<file path="src/rtl/irq_cap_pkg.sv">
package irq_cap_pkg;

    // Number of push-button request lines
    localparam int unsigned BTN_COUNT   = 4;
    // Total request sources: buttons plus one host read-request
    localparam int unsigned SRC_COUNT   = BTN_COUNT + 1;
    // Width of the processor input port
    localparam int unsigned PORT_WIDTH  = 8;

    // Build the raw source vector: buttons in the low bits, host request above
    function automatic logic [SRC_COUNT-1:0] gather_src(
        input logic [BTN_COUNT-1:0] btn,
        input logic                 host_req
    );
        return {host_req, btn};
    endfunction

endpackage

</file>
<file path="src/rtl/irq_sync.sv">
// Multi-stage synchronizer for a vector of asynchronous request lines
module irq_sync #(
    parameter int unsigned WIDTH  = 5,
    parameter int unsigned STAGES = 2
) (
    input  logic             clk,
    input  logic             rst,
    input  logic [WIDTH-1:0] async_i,
    output logic [WIDTH-1:0] sync_o
);

    typedef struct packed {
        logic [STAGES-1:0][WIDTH-1:0] chain;
    } sync_state_t;

    sync_state_t st_d, st_q;

    generate
        if (STAGES == 1) begin : g_single
            always_comb begin
                st_d          = st_q;
                st_d.chain[0] = async_i;
            end
        end else begin : g_multi
            always_comb begin
                st_d = st_q;
                st_d.chain[0] = async_i;
                for (int s = 1; s < int'(STAGES); s++) begin
                    st_d.chain[s] = st_q.chain[s-1];
                end
            end
        end
    endgenerate

    always_ff @(posedge clk) begin
        if (rst) begin
            st_q <= '0;
        end else begin
            st_q <= st_d;
        end
    end

    assign sync_o = st_q.chain[STAGES-1];

endmodule

</file>
<file path="src/rtl/irq_edge.sv">
// Rising-edge detector on a synchronized level vector
module irq_edge #(
    parameter int unsigned WIDTH = 5
) (
    input  logic             clk,
    input  logic             rst,
    input  logic [WIDTH-1:0] level_i,
    output logic [WIDTH-1:0] rise_o
);

    typedef struct packed {
        logic [WIDTH-1:0] prev;
    } edge_state_t;

    edge_state_t st_d, st_q;
    logic [WIDTH-1:0] rise_d;

    always_comb begin
        st_d      = st_q;
        st_d.prev = level_i;
        rise_d    = level_i & ~st_q.prev;
    end

    always_ff @(posedge clk) begin
        if (rst) begin
            st_q <= '0;
        end else begin
            st_q <= st_d;
        end
    end

    assign rise_o = rise_d;

endmodule

</file>
<file path="src/rtl/irq_sticky.sv">
// Sticky capture bits: set by edge pulses, cleared together by acknowledge.
// A set that coincides with the clear takes priority.
module irq_sticky #(
    parameter int unsigned WIDTH = 5
) (
    input  logic             clk,
    input  logic             rst,
    input  logic [WIDTH-1:0] set_i,
    input  logic             clear_i,
    output logic [WIDTH-1:0] bits_o
);

    typedef struct packed {
        logic [WIDTH-1:0] bits;
    } sticky_state_t;

    sticky_state_t st_d, st_q;

    always_comb begin
        st_d = st_q;
        if (clear_i) begin
            st_d.bits = '0;
        end
        st_d.bits = st_d.bits | set_i;
    end

    always_ff @(posedge clk) begin
        if (rst) begin
            st_q <= '0;
        end else begin
            st_q <= st_d;
        end
    end

    assign bits_o = st_q.bits;

endmodule

</file>
<file path="src/rtl/irq_capture_top.sv">
module irq_capture_top
    import irq_cap_pkg::*;
#(
    parameter int unsigned SYNC_STAGES = 2
) (
    input  logic                  clk,
    input  logic                  rst,
    input  logic [BTN_COUNT-1:0]  btn_i,
    input  logic                  host_rd_req_i,
    input  logic                  int_ack_i,
    output logic                  irq_o,
    output logic [PORT_WIDTH-1:0] status_o
);

    localparam int unsigned PAD_W = PORT_WIDTH - SRC_COUNT;

    logic [SRC_COUNT-1:0] raw_src;
    logic [SRC_COUNT-1:0] sync_src;
    logic [SRC_COUNT-1:0] rise_src;
    logic [SRC_COUNT-1:0] held_src;

    assign raw_src = gather_src(btn_i, host_rd_req_i);

    irq_sync #(
        .WIDTH  (SRC_COUNT),
        .STAGES (SYNC_STAGES)
    ) u_sync (
        .clk     (clk),
        .rst     (rst),
        .async_i (raw_src),
        .sync_o  (sync_src)
    );

    irq_edge #(
        .WIDTH (SRC_COUNT)
    ) u_edge (
        .clk     (clk),
        .rst     (rst),
        .level_i (sync_src),
        .rise_o  (rise_src)
    );

    irq_sticky #(
        .WIDTH (SRC_COUNT)
    ) u_sticky (
        .clk     (clk),
        .rst     (rst),
        .set_i   (rise_src),
        .clear_i (int_ack_i),
        .bits_o  (held_src)
    );

    assign irq_o    = |held_src;
    assign status_o = {{PAD_W{1'b0}}, held_src};

endmodule

</file>
<file path="config.mk">
export PLATFORM = sky130hd
export DESIGN_NAME = irq_capture_top
export DESIGN_NICKNAME = d
export VERILOG_FILES = /design/src/rtl/irq_cap_pkg.sv /design/src/rtl/irq_sync.sv /design/src/rtl/irq_edge.sv /design/src/rtl/irq_sticky.sv /design/src/rtl/irq_capture_top.sv
export SDC_FILE = /design/constraint.sdc
export NUM_CORES = 1
export LEC_CHECK = 0
export BUFFER_PORTS_ARGS = -buffer_cell sky130_fd_sc_hd__buf_2
export CAP_MARGIN = 20
export CORE_UTILIZATION = 35
export CTS_CLUSTER_SIZE = 16
export DETAILED_ROUTE_END_ITERATION = 10
export GPL_ROUTABILITY_DRIVEN = 0
export SYNTH_ARGS = -nofsm -noshare
export SYNTH_HDL_FRONTEND = slang
export SYNTH_SLANG_ARGS = --single-unit
</file>
<file path="constraint.sdc">
create_clock -name clk -period 0.9 [get_ports clk]
set_input_delay 0.09 -clock clk [delete_from_list [all_inputs] [get_ports clk]]
set_output_delay 0.09 -clock clk [all_outputs]
set_load 0.03 [all_outputs]
</file>
==> impl_metrics.csv <==
group,metric,value,unit
final_layout,nets,88,
setup_path,crit_chain,"nor3_2 > nand2_1 > buf_6",
final_layout,final_layout_size_suffix_gt1_frac,0.582,
drt,drtIter0Drc,3,
grt,grt_overflow,0,
setup_path,critPathSlowestCell,"dfxtp_2",
placement,io_buffers,13,
synth,ys_ff_latch,20,
drt,wl_per_cell,8.45,um
flow_run,cap_viol_max_count,0,
die,rows,15,
timing,hold_viol_final,0,
timing,fin_worst_skew,0.00109,ns
setup_path,end_kind,"output port",
final_layout,final_core_util,0.506,
synth,synth-edff-count,0,
run_status,status,"finished with violations",
setup_path,worst_ep_arrival_time,1.00,ns
clocking,cts_max_path_buffers,2,
run_status,violations,"setup timing",
grt,grtUsageTotal,0.0921,
timing,rsz0062_at_grt,"yes",
clocking,clk_pin_slew,0.10,ns
synth,synth_top_flop_cell,"dfxtp_1",
synth,synthArstFlopShare,0,
die,ios,17,
clocking,cts_num_sinks,20,
synth,ys_seq_area_frac,0.572,
final_layout,regArea,407,um^2
final_layout,multi_input_area,267,um^2
power_and_ir_drop,total_power,0.00162,W
setup_path,path_delay_family,"flip-flops",
setup_path,crit_type,"flip-flop to output port",
timing,fin_crit_sh,1.21,
drt,wl_met1,394,um
drt,wl_met3,37,um
synth,synthCells,59,
synth,synthSimpleGateAreaFrac,0.295,
timing,max_freq,918,MHz
drt,drc,0,
drt,first_pass_iters,2,
synth,synth_top_area_share,0.572,
synth,yosys.area_share.adder,0,
clocking,cts-root-buf,"clkbuf_4",
die,dieWidth,46.7,um
synth,yosys-top-cells-count,"20 x dfxtp_1, 15 x nor2b_2, 10 x nand2b_1",
synth,yosys_warnings,0,
synth,avgSynthCellArea,11.9,um^2
final_layout,antenna_cells,0,
drt,num_vias,420,
placement,dp_hpwl,597,um
synth,synth_mux_area_frac,0,
setup_path,critical_path_buf_inv_count,1,
synth,synth_cell_types,10,
final_layout,areaGrowthSynthToFinish,30.4,%
timing,slew_violations,0,
clocking,h-tree-depth,1,
setup_path,path_max_fanout,2,
die,die_h,46.7,um
timing,fin_crit,1.09,ns
power_and_ir_drop,p_per_area,1780,mW/mm^2
synth,synth_compound_area_frac,0.0626,
setup_path,crit_path_start_kind,"flip-flop",
synth,synth_top_family_by_area,"simple AND/OR/NAND/NOR gates",
die,core_region_area,0.00180,mm^2
clocking,worst_skew_pair.late_latency,0.28,ns
synth,yosysMostFrequentCell,"dfxtp_1",
timing,setup_viol,2,
drt,wl_met2,435,um
grt,grt_pass1_vias,367,
grt,grt_start_max_net_pins,16,
die,die_area,0.00218,mm^2
clocking,cts_tree,"built",
power_and_ir_drop,leakage,0.365,nW
synth,netlist_area,699,um^2
synth,synth.area.top_cells,"dfxtp_1 57%, nor2b_2 19%, nand2b_1 8.9%",
grt,grt_pass1_wl,1350,um
drt,wl,879,um
final_layout,fill_cells,173,
synth,synth_xor_area_frac,0,
power_and_ir_drop,vdd_drop_max,1.37,mV
timing,worst_slack,-0.189,ns
drt,top_layer,"met4",
grt,antenna_found_initial,0,
min_path,min_path_type,"input port to flip-flop",
setup_path,cp.required,0.81,ns
die,initial_utilization,0.388,
drt,postRouteAntennaNets,0,
clocking,cts_buffers,3,
setup_path,slowest_delay,0.34,ns
drt,vias_per_cell,4.04,
synth,synth_top_area_cell,"dfxtp_1",
-- state kept, by name, summed over array words and instances, names as in the netlist --
name,count
u_sync.sync_o,5
u_sticky.bits_o,5
u_sync.st_d,5
u_edge.st_q,5
-- routing by layer --
metal	track usage	vias up
met1	0.0837	186
met4	0.0514	0
met2	0.164	15
met3	0.0471	2
li1	-	217
met5	0	-
-- layout make-up --
type | instances | share of cell area
Clock buffer | 4 | 0.0398
Multi-Input combinational cell | 36 | 0.292
Timing Repair Buffer | 19 | 0.188
Sequential cell | 20 | 0.446
Tap cell | 25 | 0.0343
-- layout by cell type, fill, tap and decap left out --
cell type      synthesis  routed
a21oi_2                5       5
buf_12                 0       1
buf_2                  0       7
buf_4                  3       1
buf_6                  2       7
clkbuf_4               0       3
clkbuf_8               0       1
conb_1                 1       3
dfxtp_1               20      15
dfxtp_2                0       5
dlygate4sd3_1          0       3
nand2_1                1       1
nand2b_1              10      10
nor2_1                 1       1
nor2b_2               15      15
nor3_2                 0       1
-- metrics by stage --
step,instances,cell area [um^2],setup TNS (ns),hold slack (ns),setup slack [ns]
2_1_floorplan,61,709,0,0.219,0.00310
3_3_place_gp,95,781,0,0.299,0.110
3_5_place_dp,95,781,0,0.300,0.0863
4_1_cts,101,873,-0.280,0.00177,-0.202
5_1_grt,104,912,-0.519,0.000711,-0.268
6_report,104,912,-0.355,0.00913,-0.189
-- worst register-to-register path, cell delays in order, from the launching register on --
cell and delay, ns:
dfxtp_2 0.34, buf_4 0.13, buf_6 0.11, nand2b_1 0.09, a21oi_2 0.06
-- cells by family (layout without fill, tap and decap cells) --
family	after synthesis	count (layout)
AOI/OAI and AO/OA	5	5
buffers and inverters	5	23
DFF	20	20
other	1	3
and+or+nand+nor	28	28
-- report_power, final --
part	switching, W	total, W	leakage, nW	internal, W
combinational	0.0000971	0.000194	0.177	0.0000973
sequential	0.0000145	0.000936	0.166	0.000922
clock	0.000243	0.000489	0.0210	0.000246
total	0.000354	0.00162	0.365	0.00126
-- final timing paths --
path	to	startpoint	slack [ns]	cells past startpoint
worst min register to register	u_sync.sync_o[3]	u_sync.st_d[8]	0.45	1
worst max-delay path	irq_o	u_sticky.bits_o[0]	-0.19	3
worst min-delay path	u_sync.st_d[8]	btn_i[3]	0.009	2
worst max register to register	u_sticky.bits_o[0]	u_sticky.bits_o[0]	0.09	4
-- repair_timing --
| action | CTS | global route |
|---|---|---|
| pin swaps | 2 | 1 |
| endpoints found under the hold margin | 1 | 2 |
| endpoints found under the setup margin | 6 | 6 |
| setup buffers | 1 | 1 |
| gates resized for setup | 14 | 3 |
| hold buffers | 1 | 2 |
(Power assumes the default switching activity.)
